[config.mk]
export PLATFORM = sky130hd
export DESIGN_NAME = switch_timeout_clkgen
export DESIGN_NICKNAME = d
export VERILOG_FILES = /design/src/rtl/stc_pkg.sv /design/src/rtl/stc_ratio_div.sv /design/src/rtl/stc_osc_edge.sv /design/src/rtl/stc_timeout_tick.sv /design/src/rtl/switch_timeout_clkgen.sv
export SDC_FILE = /design/constraint.sdc
export NUM_CORES = 1
export LEC_CHECK = 0
export ABC_AREA = 1
export ABC_CLOCK_PERIOD_IN_PS = 3100
export CAP_MARGIN = 20
export CORE_MARGIN = 4
export CORE_UTILIZATION = 55
export CTS_BUF_LIST = sky130_fd_sc_hd__clkbuf_4 sky130_fd_sc_hd__clkbuf_8 sky130_fd_sc_hd__clkbuf_16
export DETAILED_ROUTE_END_ITERATION = 8
export PLACE_DENSITY = 0.75
export SLEW_MARGIN = 20
export SYNTH_ARGS = -nofsm -noshare
export SYNTH_HDL_FRONTEND = slang
export SYNTH_SLANG_ARGS = --single-unit
[constraint.sdc]
create_clock -name clk_i -period 3.1 [get_ports clk_i]
set_clock_uncertainty 0.2 [all_clocks]
set_input_delay 0.465 -clock clk_i [delete_from_list [all_inputs] [get_ports clk_i]]
set_output_delay 0.465 -clock clk_i [all_outputs]
set_load 0.005 [all_outputs]
[src/rtl/stc_pkg.sv]
package stc_pkg;
   localparam int unsigned DIV_CODE_W = 3;
   localparam int unsigned DIV_MAX    = 16;
   localparam int unsigned DIV_CNT_W  = $clog2(DIV_MAX);

   typedef logic [DIV_CODE_W-1:0] div_code_t;
   typedef logic [DIV_CNT_W-1:0]  div_cnt_t;

   localparam div_code_t DIV_CODE_RST = 3'b111;

   // Terminal count (ratio - 1) for each divide code.
   function automatic div_cnt_t div_terminal(input div_code_t code);
      int unsigned r;
      case (code)
         3'd0:    r = 1;
         3'd1:    r = 2;
         3'd2:    r = 3;
         3'd3:    r = 4;
         3'd4:    r = 6;
         3'd5:    r = 8;
         3'd6:    r = 12;
         default: r = 16;
      endcase
      return div_cnt_t'(r - 1);
   endfunction
endpackage

[src/rtl/stc_ratio_div.sv]
module stc_ratio_div
   import stc_pkg::*;
(
   input  logic      clk_i,
   input  logic      rst_ni,
   input  div_code_t code_i,
   output logic      pulse_o
);
   div_cnt_t cnt_q;
   div_cnt_t term_q;
   logic     wrap;

   assign wrap = (cnt_q == term_q);

   // The ratio is reloaded only when a period ends.
   always_ff @(posedge clk_i or negedge rst_ni) begin
      if (!rst_ni) begin
         cnt_q  <= '0;
         term_q <= div_terminal(DIV_CODE_RST);
      end else if (wrap) begin
         cnt_q  <= '0;
         term_q <= div_terminal(code_i);
      end else begin
         cnt_q  <= cnt_q + 1'b1;
      end
   end

   assign pulse_o = wrap;
endmodule

[src/rtl/stc_osc_edge.sv]
module stc_osc_edge #(
   parameter int unsigned SYNC_STAGES = 2
) (
   input  logic clk_i,
   input  logic rst_ni,
   input  logic osc_i,
   output logic rise_o
);
   generate
      if (SYNC_STAGES < 2) begin : g_bad_stages
         $error("stc_osc_edge: SYNC_STAGES must be at least 2");
      end
   endgenerate

   // Stages 0..SYNC_STAGES-1 synchronise; the last one holds history.
   logic [SYNC_STAGES:0] sh_q;

   always_ff @(posedge clk_i or negedge rst_ni) begin
      if (!rst_ni) sh_q[0] <= 1'b0;
      else         sh_q[0] <= osc_i;
   end

   for (genvar i = 1; i <= SYNC_STAGES; i++) begin : g_stage
      always_ff @(posedge clk_i or negedge rst_ni) begin
         if (!rst_ni) sh_q[i] <= 1'b0;
         else         sh_q[i] <= sh_q[i-1];
      end
   end

   assign rise_o = sh_q[SYNC_STAGES-1] & ~sh_q[SYNC_STAGES];
endmodule

[src/rtl/stc_timeout_tick.sv]
module stc_timeout_tick #(
   parameter int unsigned SLOW_EXP = 21,
   parameter int unsigned FAST_EXP = 19
) (
   input  logic clk_i,
   input  logic rst_ni,
   input  logic en_i,
   input  logic fast_i,
   output logic tick_o
);
   generate
      if (FAST_EXP < 1) begin : g_bad_fast
         $error("stc_timeout_tick: FAST_EXP must be at least 1");
      end
      if (FAST_EXP >= SLOW_EXP) begin : g_bad_order
         $error("stc_timeout_tick: FAST_EXP must be below SLOW_EXP");
      end
   endgenerate

   logic [SLOW_EXP-1:0] cnt_q;
   logic                full_slow;
   logic                full_fast;

   always_ff @(posedge clk_i or negedge rst_ni) begin
      if (!rst_ni)    cnt_q <= '0;
      else if (!en_i) cnt_q <= '0;
      else            cnt_q <= cnt_q + 1'b1;
   end

   // The short period reuses the low bits of the same counter.
   assign full_slow = &cnt_q;
   assign full_fast = &cnt_q[FAST_EXP-1:0];
   assign tick_o    = en_i & (fast_i ? full_fast : full_slow);
endmodule

[src/rtl/switch_timeout_clkgen.sv]
module switch_timeout_clkgen
   import stc_pkg::*;
#(
   parameter int unsigned TMO_SLOW_EXP = 21,
   parameter int unsigned TMO_FAST_EXP = 19,
   parameter int unsigned SYNC_STAGES  = 2
) (
   input  logic       clk_i,
   input  logic       rst_ni,
   input  logic       osc_i,
   input  logic [2:0] div_code_i,
   input  logic       src_osc_i,
   input  logic       tmo_en_i,
   input  logic       tmo_fast_i,
   output logic       sw_en_o,
   output logic       tmo_tick_o
);
   logic div_pulse;
   logic osc_pulse;

   stc_ratio_div u_div (
      .clk_i   (clk_i),
      .rst_ni  (rst_ni),
      .code_i  (div_code_i),
      .pulse_o (div_pulse)
   );

   stc_osc_edge #(.SYNC_STAGES(SYNC_STAGES)) u_osc (
      .clk_i  (clk_i),
      .rst_ni (rst_ni),
      .osc_i  (osc_i),
      .rise_o (osc_pulse)
   );

   stc_timeout_tick #(.SLOW_EXP(TMO_SLOW_EXP), .FAST_EXP(TMO_FAST_EXP)) u_tmo (
      .clk_i  (clk_i),
      .rst_ni (rst_ni),
      .en_i   (tmo_en_i),
      .fast_i (tmo_fast_i),
      .tick_o (tmo_tick_o)
   );

   assign sw_en_o = src_osc_i ? osc_pulse : div_pulse;
endmodule

==> impl_metrics.py <==
metrics = {
    "placed_design": {
        "io_buffers": 10,
        "gp_congestion": 0.761,
        "pre_cts_ws_ns": 0.700,
        "post_dp_cell_area_um2": 1900,
        "dp_hpwl_um": 2260,
    },
    "finish": {
        "finalInstanceArea_um2": 1960,
        "n_antenna_cell": 0,
        "synthToLayoutAreaGrowth_pct": 12.6,
        "fin_nets": 247,
        "drive_gt1_frac": 0.140,
    },
    "clocking": {
        "ctsHoldBuffers": 0,
        "postCtsSetupBuffers": 0,
        "clockBufferDepth": 2,
        "cts_num_sinks": 32,
        "htreeDepth": 2,
        "cts-root-buf": "clkbuf_4",
        "cts_resized": 0,
        "cts_buffers": 5,
        "cts_tree": "built",
        "clk_pin_slew_ns": 0.10,
        "clk_latency_ns": 0.33,
    },
    "floorplan": {
        "fp-row-count": 20,
        "fp.coreArea_um2": 3030,
        "num_io_pins": 11,
        "die_h_um": 64.2,
        "fp.dieArea_um2": 4120,
        "start_util": 0.574,
        "die_w_um": 64.2,
    },
    "timing": {
        "setup_viol": 0,
        "setup_ws_ns": 0.352,
        "drv_slew": 0,
        "setup_tns_ns": 0,
        "min_period_over_period": 0.886,
        "slew_headroom": 0.741,
        "worst_slew_pin_slew_ns": 0.388,
        "fmax_ghz": 0.364,
        "fin_crit_ns": 2.75,
        "hold_violations": 0,
        "holdWs_ns": 0.161,
        "rsz0062_at_grt": "no",
    },
    "min_path": {
        "hold_start": "u_osc.sh_q[0]",
        "hp-class": "flop to flop",
    },
    "power": {
        "fin_total_pwr_mw": 1.01,
        "p_per_area_nw_per_um2": 516,
        "irDropWorstVdd_mv": 0.279,
        "switching_share": 0.307,
        "power.internal_uw": 700,
        "switchingPower_uw": 311,
        "p_leak_nw": 0.946,
        "clockPowerShare": 0.235,
        "seqPwrFrac": 0.539,
        "power_frac_comb": 0.226,
    },
    "global_route": {
        "overflow": 0,
        "antenna_found_initial": 0,
        "grt_usage": 0.173,
        "grt_pass1_vias": 1231,
        "grt_pass1_wl_um": 5460,
        "grt_max_degree": 33,
    },
    "drt": {
        "post_drt_wl_per_cell_um": 10.9,
        "ant_nets": 0,
        "wl_um": 3040,
        "dr.first_iter.drc_count": 47,
        "firstDrtPassIters": 4,
        "vias": 1351,
        "drc_errors": 0,
        "avgViaCountPerCell": 4.83,
    },
    "flow_run": {
        "maxCapViolations": 0,
    },
    "yosys": {
        "syn-cell-area_um2": 1740,
        "synth.distinct_cells": 29,
        "ys_seq_area_frac": 0.464,
        "syn_nets": 230,
        "synthCells": 218,
        "yosysWarnings": 0,
        "ys_seq_elements": 32,
        "syn_avg_cell_area_um2": 7.97,
    },
    "setup_path": {
        "required_ns": 2.43,
        "cp-start-kind": "flop",
        "arrival_ns": 2.08,
        "worstPathMaxFanout": 8,
        "startpoint": "u_div.term_q[1]",
        "cp-end-kind": "primary output",
        "rr_startpoint": "u_tmo.cnt_q[0]",
        "critPathKind": "flop to primary output",
    },
    "outcome": {
        "status": "finished clean",
    },
}
[path summary, 6_finish.rpt]
kind,to,slack [ns],cells past startpoint
min in group asynchronous,u_tmo.cnt_q[15],0.31,2
hold / removal,u_osc.sh_q[1],0.16,0
setup reg to reg,u_tmo.cnt_q[18],1.51,8
setup / recovery,sw_en_o,0.35,7
max in group asynchronous,u_div.term_q[3],2.07,2
hold reg to reg,u_osc.sh_q[1],0.16,0
[registers in the layout, summed over array words and instances (netlist names)]
signal / count
u_osc.sh_q: 3
u_tmo.cnt_q: 21
u_div.cnt_q: 4
u_div.term_q: 4
[layout by cell type (no fill, tap or decap)]
cell and n:
nand2_1 53, nor2_1 32, dfrtp_1 28, inv_1 26, a21oi_1 15, clkdlybuf4s50_1 10, nand3_1 9, o21ai_0 9
clkbuf_4 7, nand4_1 6, nand2_2 5, dfstp_2 4, nor2_2 3, nor2_4 3, xor2_1 3, ha_1 3
nor2_8 2, inv_2 2, o21a_1 2, nor3_1 2, buf_4 2, nand3_2 1, nand2_4 1, nand3_4 1
o21ai_1 1, a211oi_1 1, xnor2_1 1, or2_0 1, nand3b_1 1, nor3_2 1, clkinv_2 1
[critical path, cell delays in order, from the launching register on]
cell,delay [ns]
dfstp_2,0.56
inv_1,0.04
nand2_1,0.05
nand2_1,0.06
a21oi_1,0.13
nand2_1,0.19
o21ai_0,0.19
clkdlybuf4s50_1,0.52
[logic make-up after synthesis]
| logic type | count (synthesis) | synth area share |
|---|---|---|
| AND/OR/NAND/NOR | 121 | 0.344 |
| flip-flops | 32 | 0.464 |
| buffers and inverters | 30 | 0.0655 |
| AO/OA/AOI/OAI | 28 | 0.0849 |
| XOR/XNOR | 4 | 0.0202 |
| adder cells (fa/ha/maj) | 3 | 0.0216 |
[cell type report]
cell class / instances / area, um2
fillers: 277 / 1070
multi-input cells: 156 / 818
flip-flops and latches: 32 / 806
repair buffers: 12 / 115
inverters: 28 / 105
well taps: 44 / 55.1
clock buffers: 7 / 52.6
clock inverters: 1 / 5.00
[metal layers]
metal | GRT usage | share of wire
met5 | 0 | 0
met1 | 0.233 | 0.52
met3 | 0.0580 | 0.035
met2 | 0.252 | 0.43
met4 | 0.0792 | 0.020
[synth_stat cells]
| library cell | n | area share |
|---|---|---|
| o21a_1 | 2 | 0.0086 |
| nand3_4 | 1 | 0.010 |
| inv_1 | 26 | 0.056 |
| nand2_4 | 1 | 0.0065 |
| nand2_1 | 53 | 0.11 |
| nand2_2 | 5 | 0.018 |
| nand4_1 | 6 | 0.022 |
| xnor2_1 | 1 | 0.0050 |
| a211oi_1 | 1 | 0.0043 |
| clkbuf_1 | 1 | 0.0022 |
| ha_1 | 3 | 0.022 |
| nand3b_1 | 1 | 0.0043 |
| nor2_2 | 3 | 0.011 |
| xor2_1 | 3 | 0.015 |
| o21ai_1 | 1 | 0.0029 |
| dfrtp_1 | 28 | 0.40 |
| nor3_2 | 1 | 0.0058 |
| nor2_8 | 2 | 0.023 |
| nand3_2 | 1 | 0.0058 |
| dfstp_2 | 4 | 0.060 |
| nor2_4 | 3 | 0.019 |
| buf_2 | 1 | 0.0029 |
| nand3_1 | 9 | 0.026 |
| nor3_1 | 2 | 0.0058 |
| nor2_1 | 32 | 0.069 |
| o21ai_0 | 9 | 0.026 |
| or2_0 | 1 | 0.0036 |
| a21oi_1 | 15 | 0.043 |
| inv_2 | 2 | 0.0043 |
[power groups by stage]
| stage | sequential, mW | clock (mW) | combinational [mW] |
|---|---|---|---|
| after detailed placement | 0.553 | 0 | 0.234 |
| final | 0.545 | 0.238 | 0.228 |
| after global placement | 0.549 | 0 | 0.221 |
| after floorplan | 0.540 | 0 | 0.168 |
| after global routing | 0.552 | 0.267 | 0.272 |
| after CTS | 0.545 | 0.248 | 0.236 |
[stage by stage]
stage | instances | util
after floorplan | 218 | -
after global placement | 272 | 0.627
after detailed placement | 272 | 0.627
after CTS | 280 | 0.646
after global routing | 280 | 0.646
final | 280 | 0.646
No activity file was read; power rests on OpenSTA's default activity.
